### src/rtl/rx_ring_pkg.sv
package rx_ring_pkg;
  localparam int unsigned WORD_W    = 32;
  localparam int unsigned SIZE_W    = 12;
  localparam int unsigned BUF_BYTES = 1536;
  // command/status bit positions
  localparam int unsigned OWN_B  = 31;
  localparam int unsigned MORE_B = 30;
  localparam int unsigned INTR_B = 29;
  localparam int unsigned OK_B   = 27;
  localparam int unsigned LONG_B = 22;
  typedef enum logic [1:0] {W_LINK = 2'd0, W_CMD = 2'd1, W_BUF = 2'd2, W_NONE = 2'd3} word_sel_e;
endpackage

### src/rtl/rx_desc_file.sv
module rx_desc_file
  import rx_ring_pkg::*;
#(
  parameter int unsigned N_DESC = 4,
  parameter int unsigned IDX_W  = 2
) (
  input  logic              clk_i,
  input  logic              rst_ni,
  input  logic              host_we_i,
  input  logic [IDX_W-1:0]  host_idx_i,
  input  logic [1:0]        host_word_i,
  input  logic [WORD_W-1:0] host_wdata_i,
  output logic [WORD_W-1:0] host_rdata_o,
  input  logic              eng_we_i,
  input  logic [IDX_W-1:0]  eng_idx_i,
  input  logic [WORD_W-1:0] eng_cmdsts_i,
  input  logic [IDX_W-1:0]  cur_idx_i,
  output logic [IDX_W-1:0]  cur_link_o,
  output logic              cur_own_o,
  output logic              cur_intr_o,
  output logic [SIZE_W-1:0] cur_size_o
);
  logic [WORD_W-1:0] link_q [N_DESC];
  logic [WORD_W-1:0] cmd_q  [N_DESC];
  logic [WORD_W-1:0] buf_q  [N_DESC];

  for (genvar g = 0; g < N_DESC; g++) begin : g_desc
    localparam logic [WORD_W-1:0] LINK_RST = WORD_W'((g + 1) % N_DESC);
    localparam logic [WORD_W-1:0] BUF_RST  = WORD_W'(g * BUF_BYTES);
    always_ff @(posedge clk_i or negedge rst_ni) begin
      if (!rst_ni) begin
        link_q[g] <= LINK_RST;
        cmd_q[g]  <= WORD_W'(BUF_BYTES);
        buf_q[g]  <= BUF_RST;
      end else begin
        if (host_we_i && host_idx_i == IDX_W'(g)) begin
          case (word_sel_e'(host_word_i))
            W_LINK:  link_q[g] <= host_wdata_i;
            W_CMD:   cmd_q[g]  <= host_wdata_i;
            W_BUF:   buf_q[g]  <= host_wdata_i;
            default: ;
          endcase
        end
        // engine completion overrides a same-cycle host write
        if (eng_we_i && eng_idx_i == IDX_W'(g)) cmd_q[g] <= eng_cmdsts_i;
      end
    end
  end

  always_comb begin
    case (word_sel_e'(host_word_i))
      W_LINK:  host_rdata_o = link_q[host_idx_i];
      W_CMD:   host_rdata_o = cmd_q[host_idx_i];
      W_BUF:   host_rdata_o = buf_q[host_idx_i];
      default: host_rdata_o = '0;
    endcase
  end

  assign cur_link_o = link_q[cur_idx_i][IDX_W-1:0];
  assign cur_own_o  = cmd_q[cur_idx_i][OWN_B];
  assign cur_intr_o = cmd_q[cur_idx_i][INTR_B];
  assign cur_size_o = cmd_q[cur_idx_i][SIZE_W-1:0];

  a_r4_own_returned: assert property (@(posedge clk_i) disable iff (!rst_ni)
    eng_we_i |=> cmd_q[$past(eng_idx_i)][OWN_B]);
  a_r11_engine_wins: assert property (@(posedge clk_i) disable iff (!rst_ni)
    (eng_we_i && host_we_i && host_word_i == 2'd1 && host_idx_i == eng_idx_i)
      |=> cmd_q[$past(eng_idx_i)] == $past(eng_cmdsts_i));
  a_r6_len_clamped: assert property (@(posedge clk_i) disable iff (!rst_ni)
    eng_we_i |-> eng_cmdsts_i[SIZE_W-1:0] <= cmd_q[eng_idx_i][SIZE_W-1:0]);
  a_r6_long_not_good: assert property (@(posedge clk_i) disable iff (!rst_ni)
    (eng_we_i && eng_cmdsts_i[LONG_B]) |-> !eng_cmdsts_i[OK_B]);
endmodule

### src/rtl/rx_ring_ctrl.sv
module rx_ring_ctrl
  import rx_ring_pkg::*;
#(
  parameter int unsigned IDX_W = 2,
  parameter int unsigned LEN_W = 16
) (
  input  logic              clk_i,
  input  logic              rst_ni,
  input  logic              rx_on_i,
  input  logic              rx_off_i,
  input  logic              frm_done_i,
  input  logic [LEN_W-1:0]  frm_len_i,
  input  logic              frm_err_i,
  input  logic              frm_more_i,
  input  logic [IDX_W-1:0]  cur_link_i,
  input  logic              cur_own_i,
  input  logic              cur_intr_i,
  input  logic [SIZE_W-1:0] cur_size_i,
  output logic [IDX_W-1:0]  cur_idx_o,
  output logic              eng_we_o,
  output logic [WORD_W-1:0] eng_cmdsts_o,
  output logic              run_o,
  output logic              desc_done_o,
  output logic              missed_o
);
  logic             run_q, done_q, missed_q;
  logic [IDX_W-1:0] idx_q;
  logic             accept, too_long;

  assign accept   = frm_done_i && run_q && !cur_own_i;
  assign too_long = frm_len_i > LEN_W'(cur_size_i);

  always_comb begin
    eng_cmdsts_o               = '0;
    eng_cmdsts_o[OWN_B]        = 1'b1;
    eng_cmdsts_o[MORE_B]       = frm_more_i;
    eng_cmdsts_o[INTR_B]       = cur_intr_i;
    eng_cmdsts_o[OK_B]         = !frm_err_i && !too_long;
    eng_cmdsts_o[LONG_B]       = too_long;
    eng_cmdsts_o[SIZE_W-1:0]   = too_long ? cur_size_i : frm_len_i[SIZE_W-1:0];
  end

  always_ff @(posedge clk_i or negedge rst_ni) begin
    if (!rst_ni) begin
      run_q    <= 1'b0;
      idx_q    <= '0;
      done_q   <= 1'b0;
      missed_q <= 1'b0;
    end else begin
      done_q   <= accept;
      missed_q <= frm_done_i && !accept;
      if (accept) idx_q <= cur_link_i;
      if (rx_off_i)                run_q <= 1'b0;
      else if (rx_on_i)            run_q <= 1'b1;
      else if (run_q && cur_own_i) run_q <= 1'b0;  // ring full: stall
    end
  end

  assign eng_we_o    = accept;
  assign cur_idx_o   = idx_q;
  assign run_o       = run_q;
  assign desc_done_o = done_q;
  assign missed_o    = missed_q;

  a_r3_off_stops: assert property (@(posedge clk_i) disable iff (!rst_ni)
    rx_off_i |=> !run_o);
  a_r3_on_starts: assert property (@(posedge clk_i) disable iff (!rst_ni)
    (rx_on_i && !rx_off_i) |=> run_o);
  a_r8_stall_on_owned: assert property (@(posedge clk_i) disable iff (!rst_ni)
    (run_o && cur_own_i && !rx_on_i) |=> !run_o);
  a_r9_idle_drop: assert property (@(posedge clk_i) disable iff (!rst_ni)
    (frm_done_i && !run_o) |=> missed_o && !desc_done_o && $stable(cur_idx_o));
  a_r7_follow_link: assert property (@(posedge clk_i) disable iff (!rst_ni)
    eng_we_o |=> cur_idx_o == $past(cur_link_i));
  a_r4_pulse_excl: assert property (@(posedge clk_i) disable iff (!rst_ni)
    !(desc_done_o && missed_o));
endmodule

### src/rtl/rx_ring_engine.sv
module rx_ring_engine
  import rx_ring_pkg::*;
#(
  parameter int unsigned N_DESC = 4,
  parameter int unsigned LEN_W  = 16,  // must be >= 12
  localparam int unsigned IDX_W = $clog2(N_DESC > 1 ? N_DESC : 2)
) (
  input  logic              clk_i,
  input  logic              rst_ni,
  input  logic              host_we_i,
  input  logic [IDX_W-1:0]  host_idx_i,
  input  logic [1:0]        host_word_i,
  input  logic [WORD_W-1:0] host_wdata_i,
  output logic [WORD_W-1:0] host_rdata_o,
  input  logic              rx_on_i,
  input  logic              rx_off_i,
  input  logic              frm_done_i,
  input  logic [LEN_W-1:0]  frm_len_i,
  input  logic              frm_err_i,
  input  logic              frm_more_i,
  output logic              run_o,
  output logic [IDX_W-1:0]  cur_idx_o,
  output logic              desc_done_o,
  output logic              missed_o
);
  logic              eng_we;
  logic [WORD_W-1:0] eng_cmdsts;
  logic [IDX_W-1:0]  cur_link;
  logic              cur_own, cur_intr;
  logic [SIZE_W-1:0] cur_size;

  rx_desc_file #(.N_DESC(N_DESC), .IDX_W(IDX_W)) u_file (
    .clk_i, .rst_ni,
    .host_we_i, .host_idx_i, .host_word_i, .host_wdata_i, .host_rdata_o,
    .eng_we_i(eng_we), .eng_idx_i(cur_idx_o), .eng_cmdsts_i(eng_cmdsts),
    .cur_idx_i(cur_idx_o), .cur_link_o(cur_link), .cur_own_o(cur_own),
    .cur_intr_o(cur_intr), .cur_size_o(cur_size)
  );

  rx_ring_ctrl #(.IDX_W(IDX_W), .LEN_W(LEN_W)) u_ctrl (
    .clk_i, .rst_ni, .rx_on_i, .rx_off_i,
    .frm_done_i, .frm_len_i, .frm_err_i, .frm_more_i,
    .cur_link_i(cur_link), .cur_own_i(cur_own), .cur_intr_i(cur_intr),
    .cur_size_i(cur_size), .cur_idx_o, .eng_we_o(eng_we),
    .eng_cmdsts_o(eng_cmdsts), .run_o, .desc_done_o, .missed_o
  );
endmodule

### config.mk
export PLATFORM = sky130hd
export DESIGN_NAME = rx_ring_engine
export DESIGN_NICKNAME = d
export VERILOG_FILES = /design/src/rtl/rx_ring_pkg.sv /design/src/rtl/rx_desc_file.sv /design/src/rtl/rx_ring_ctrl.sv /design/src/rtl/rx_ring_engine.sv
export SDC_FILE = /design/constraint.sdc
export NUM_CORES = 1
export LEC_CHECK = 0
export BUFFER_PORTS_ARGS = -buffer_cell sky130_fd_sc_hd__clkbuf_2
export CAP_MARGIN = 10
export CORE_ASPECT_RATIO = 0.8
export CORE_UTILIZATION = 50
export CTS_CLUSTER_DIAMETER = 30
export CTS_CLUSTER_SIZE = 25
export DETAILED_ROUTE_END_ITERATION = 6
export PLACE_DENSITY = 0.68
export SYNTH_ARGS = -nofsm -noshare
export SYNTH_HDL_FRONTEND = slang
export SYNTH_SLANG_ARGS = --single-unit
### constraint.sdc
create_clock -name clk_i -period 4.5 [get_ports clk_i]
set_clock_uncertainty 0.2 [all_clocks]
set_input_delay 0.45 -clock clk_i [delete_from_list [all_inputs] [get_ports clk_i]]
set_output_delay 0.45 -clock clk_i [all_outputs]
set_load 0.1 [all_outputs]
Word-level counts from Yosys, hierarchy flattened
Cells that the tools add are included.
{"block": "op_classes", "magnitude_cmp": 3, "n_eq_ne": 8, "mux": 29, "n_bitwise": 2, "reduce_logical": 41}
{"cell": "two-way mux 32 bit", "n": 17}
{"cell": "binary-select mux 32 bit (select 2 bit)", "n": 5}
{"cell": "one-hot mux 32 bit (3 select lines)", "n": 1}
{"cell": "AND reduction 2 bit", "n": 12}
{"cell": "> comparator 16 x 12 -> 1 bit", "n": 1}
{"cell": "nonzero test 2 bit", "n": 8}
{"cell": "logical AND 1 bit", "n": 13}
{"cell": "two-way mux 12 bit", "n": 1}
{"cell": "equality test 2 bit (second input constant)", "n": 5}
{"cell": "equality test 2 x 1 -> 1 bit (second input constant)", "n": 3}
{"cell": "greater-or-equal comparator 3 bit (second input constant)", "n": 2}
{"cell": "zero test 2 bit", "n": 3}
{"cell": "inverter 2 -> 3 bit", "n": 2}
{"cell": "zero test 1 bit", "n": 4}
{"cell": "two-way mux 2 bit", "n": 2}
{"cell": "two-way mux 1 bit", "n": 3}
{"cell": "nonzero test 3 bit", "n": 1}
{"block": "totals", "ff_bits": 389, "input_bits": 60, "wordCells": 99}

Logic depth before layout (Yosys ltp)
{"block": "logic_depth", "ltp_word": 9, "ltp_mapped": 13}

Hierarchy
From an unflattened synthesis, not the netlist that was laid out.
{"block": "unflattened", "hier_cells": 1656, "area_unflattened_um2": 19920.4}
{"mod": "rx_desc_file", "n_inst": 1, "cells_each": 1564, "area_each_um2": 19105.8, "seq_area_each_um2": 9631.7}
{"mod": "rx_ring_ctrl", "n_inst": 1, "cells_each": 92, "area_each_um2": 814.5, "seq_area_each_um2": 125.1}

Worst setup path after synthesis
OpenSTA, ideal clock, no wires.
{"block": "synth_timing", "kind": "register -> register", "startpoint": "reg u_ctrl.idx_q[0], in the netlist u_ctrl.cur_idx_o[0]", "endpoint": "reg u_file.cmd_q[0] (netlist bit)", "setup_ns": 0.066, "t_arrival_ns": 3.712, "t_required_ns": 4.234, "slack_ns": 0.522, "stages_incl_launch_ff": 13, "path_buffers": 3, "period_less_slack_ns": 3.978, "cell_sequence": "dfrtp_1 buf_2 mux4_2 inv_1 ha_1 a21o_1 a21o_1 a22o_1 nor4b_4 buf_4 buf_6 mux2i_1 o311a_1"}
{"block": "synth_via", "elab_chain_len": 9, "elab_cells_between_ends": 14}
{"item": "start, declared", "line_no": "rx_ring_ctrl.sv:27", "text": "logic [IDX_W-1:0] idx_q;"}
{"item": "start signal, assigned", "line_no": "rx_ring_ctrl.sv:52", "text": "if (accept) idx_q <= cur_link_i;"}
{"item": "parallel branches: the longest is 9 deep, another holds > comparator 16 x 12 -> 1 bit"}
{"item": "end signal, assigned by index", "line_no": "rx_desc_file.sv:33", "text": "cmd_q[g] <= WORD_W'(BUF_BYTES);"}
{"item": "end signal, assigned by index", "line_no": "rx_desc_file.sv:39", "text": "W_CMD: cmd_q[g] <= host_wdata_i;"}
{"item": "end signal, assigned by index", "line_no": "rx_desc_file.sv:45", "text": "if (eng_we_i && eng_idx_i == IDX_W'(g)) cmd_q[g] <= eng_cmdsts_i;"}
{"item": "end, declared", "line_no": "rx_desc_file.sv:24", "text": "logic [WORD_W-1:0] cmd_q [N_DESC];"}
Several ways; the timed one is not identified. The select of a mux whose other input is x is not followed.
A chain may end at the register's enable or synchronous reset.

Final worst setup path
{"block": "layout_timing", "startpoint": "reg u_ctrl.idx_q[0], in the netlist u_ctrl.cur_idx_o[0]", "endpoint": "reg u_file.cmd_q[35] (netlist bit)"}
Same word-level chain as after synthesis.

==> flow_summary_export.csv <==
group,metric,value,unit
drt,drt_pre_antenna_iters,7,
critical_path,critical_path.reg2reg.endpoint,"u_file.cmd_q[35]",
die,dieArea,41220,um^2
critical_path,critical-path-top-delay-family,"buffers and inverters",
layout,syn2layout_area_growth,19.70,%
clocking,cts-hold-fix-buffers,6,
critical_path,timing.critical_path.fanout_max,35,
grt,grt_remaining_overflow,0,
critical_path,crit_top_cell,"buf_4",
layout,final_layout_size_suffix_gt1_frac,0.3016,
placed_design,place.port_buffers,96,
placed_design,post-place-cells,2215,
clocking,worstSkewPairLatency,0.60,ns
die,die_y,181.8,um
placed_design,gp_congestion,0.9132,
clocking,cts_bufs_inserted,83,
synth,synth_area_leader_cell,"dfrtp_1",
synth,ys.flop_type,"dfrtp_1",
die,die_w,226.8,um
clocking,post-cts-setup-buffer-count,0,
sta,final_hold_violations,0,
synth,yosysUniqueCellTypes,50,
synth,proportion_of_synthesized_flip_flops_having_asynchronous_set_or_reset,1.000,
drt,ant_nets,0,
clocking,cts_htree_levels,3,
synth,synth_top_cells_by_count,"dfrtp_1, nand2_1, mux2_1, mux2_2, mux4_2",
clocking,cts.sink_count,389,
synth,synth_edf_count,0,
hold_path,hold_path_end,"u_file.cmd_q[19]",
sta,slew_viol_final,0,
synth,synth-seq-cells,389,
clocking,cts-root-to-sink-buffers,3,
job,max_cap_viol_count,0,
critical_path,critical_path_data_arrival_time,4.32,ns
drt,drt-total-wl,56320,um
critical_path,timing.rr.start,"u_ctrl.cur_idx_o[0]",
sta,timing.final.crit_share,0.8868,
pwr,power.total,15.57,mW
synth,synth_warnings,0,
synth,mappedNetlistNets,1761,
critical_path,crit_path_top_delay_cell,"dfrtp_1",
synth,synthMostInstantiatedCell,"dfrtp_1",
critical_path,worstSetupEndpointType,"flip-flop",
layout,layout.cells.non_filler,2377,
critical_path,critical_path.max_stage_delay,0.84,ns
run_status,outcome,"finished, violations left",
grt,grt_pass1_vias,15053,
sta,slew-limit-headroom,0.2739,
synth,synth_seq_area_share,0.4829,
clocking,path_clk_slew,0.05,ns
drt,detail_route.wl_per_cell,23.69,um
run_status,failed_checks,"DRC",
clocking,cts-resized-gates,0,
sta,rsz_0062_raised_after_global_routing,"no",
drt,route.vias.total,14627,
drt,drt-initial-drc-count,1414,
hold_path,holdCritStartpoint,"host_wdata_i[19]",
pwr,ir_worst_vdd,0.5248,mV
die,initial_utilization,0.5102,
sta,fin_crit,3.991,ns
sta,slew_at_the_pin_closest_to_its_max_slew_limit,1.085,ns
pwr,power.leakage,10.65,nW
sta,max_freq,250.6,MHz
die,fp-row-count,65,
synth,top_cells_by_area_synth,"dfrtp_1, mux4_2, mux2_1",
grt,grt_max_degree,106,
sta,fin_tns_setup,0,ns
pwr,power.density,643.9,nW/um^2
critical_path,criticalPathCategory,"flip-flop to flip-flop",
critical_path,flop2flop_setup_slack,0.51,ns
synth,synth_area,20210,um^2
critical_path,cp_data_required_time,4.83,ns
drt,via_per_inst,6.154,
critical_path,reg2reg_depth,11,
hold_path,worstHoldPathType,"input pin to flip-flop",
critical_path,cp-start-kind,"flip-flop",
synth,synthesis.instances,1689,
layout,nets,1842,
sta,timing.hold.ws,0.02636,ns
clocking,cts_tree,"done",
sta,setup_viol_count_final,0,
critical_path,cell_chain_critical_path,"buf_4 > mux4_2 > inv_1 > ha_1 > nor2b_1 > o211ai_1 > a21oi_1 > nor4b_4 > buf_4 > mux2i_1 > o311a_1",
critical_path,worst-path-buf-inv,3,
grt,grt_first_pass_wirelength,89240,um
placed_design,detailed_place_hpwl,34820,um
grt,grt_resource_usage_total,0.2858,
die,ios,97,
clocking,cts_root_buffer,"clkbuf_16",
grt,grt_antenna_before_repair,2,
synth,yosysTopAreaCellShare,0.4595,
drt,drc_errors,1,
synth,postSynthAreaPerCell,11.96,um^2
die,core_area,39610,um^2
hold_path,worst_hold_path.num_cells,3,
==> worst max path at each step <==
stage | startpoint | to | depth (start not counted)
floorplan | u_ctrl.cur_idx_o[0] | u_file.cmd_q[0] | 12
global placement | u_ctrl.cur_idx_o[0] | u_file.cmd_q[2] | 11
detailed placement | u_ctrl.cur_idx_o[0] | u_file.cmd_q[35] | 11
CTS | u_ctrl.cur_idx_o[0] | u_file.cmd_q[35] | 11
global route | u_ctrl.cur_idx_o[0] | u_file.cmd_q[32] | 11
finish | u_ctrl.cur_idx_o[0] | u_file.cmd_q[35] | 11
==> placed cells by master, fill, tap and decap left out, types with 12 or more instances in the layout <==
| cell type | Yosys | routed |
|---|---|---|
| dfstp_2 | 18 | 18 |
| a22oi_1 | 16 | 16 |
| o22ai_1 | 32 | 32 |
| nand2_1 | 258 | 255 |
| clkbuf_8 | 0 | 13 |
| mux2i_1 | 81 | 81 |
| mux2_1 | 145 | 145 |
| mux4_2 | 111 | 111 |
| nand3_1 | 38 | 38 |
| and3_1 | 24 | 23 |
| buf_4 | 8 | 50 |
| dfrtp_1 | 371 | 371 |
| clkbuf_2 | 4 | 93 |
| clkbuf_16 | 0 | 84 |
| nor2_1 | 95 | 92 |
| o311a_1 | 32 | 32 |
| or3_1 | 18 | 17 |
| a21oi_1 | 71 | 71 |
| inv_1 | 45 | 45 |
| mux2_2 | 113 | 113 |
| ha_1 | 12 | 12 |
| bufinv_16 | 0 | 13 |
==> cell families after synthesis <==
family                     Yosys count  share of synthesized area
adders and majority gates           12                   0.007431
DFF                                389                     0.4829
muxes                              450                     0.3076
AOI/OAI and AO/OA                  168                    0.05480
buffers and inverters              207                    0.04514
and+or+nand+nor                    463                     0.1021
==> layout make-up <==
cell class / instances / area, um^2
diodes: 1 / 2.502
inverters: 46 / 172.7
repair buffers: 157 / 1047
fillers: 3023 / 15420
well taps: 536 / 670.6
clock buffers: 107 / 2318
clock inverters: 48 / 649.4
multi-input cells: 1093 / 9569
flip-flops and latches: 389 / 9757
==> layer usage <==
| layer | wire [um] | vias up | global-route usage |
|---|---|---|---|
| met2 | 25620 | 697 | 0.4252 |
| li1 | - | 6261 | - |
| met1 | 24540 | 7550 | 0.4135 |
| met5 | 9 | - | 0 |
| met4 | 1234 | 2 | 0.08865 |
| met3 | 4912 | 117 | 0.06909 |
==> registers in the layout, summed over array words and instances, names as in the netlist <==
| register | flops |
|---|---|
| u_file.cmd_q | 128 |
| u_ctrl.run_o | 1 |
| u_ctrl.cur_idx_o | 2 |
| u_ctrl.missed_o | 1 |
| u_file.buf_q | 128 |
| u_ctrl.desc_done_o | 1 |
| u_file.link_q | 128 |
==> metrics by stage <==
step	worst slack [ns]	utilization	instance area, um^2
2_1_floorplan	0.5217	-	20210
5_1_grt	0.3353	0.6107	24190
6_report	0.5094	0.6107	24190
3_3_place_gp	0.6398	0.5342	21160
3_5_place_dp	0.5742	0.5342	21160
4_1_cts	0.5572	0.6106	24180
==> power breakdown <==
| group | internal (mW) | switching, mW | total, mW |
|---|---|---|---|
| clock network | 4.38 | 2.01 | 6.40 |
| registers | 4.58 | 0.685 | 5.27 |
| logic | 1.74 | 2.17 | 3.91 |
==> worst reg2reg max path, delay by kind of cell, from the launching register on <==
family / cells / cell delay [ns]
and+or+nand+nor: 2 / 0.37
buffers and inverters: 3 / 0.93
AOI/OAI and AO/OA: 3 / 0.48
muxes: 2 / 0.88
adders and majority gates: 1 / 0.23
DFF: 1 / 0.84
Note: power is estimated with default switching activity, not from simulation.
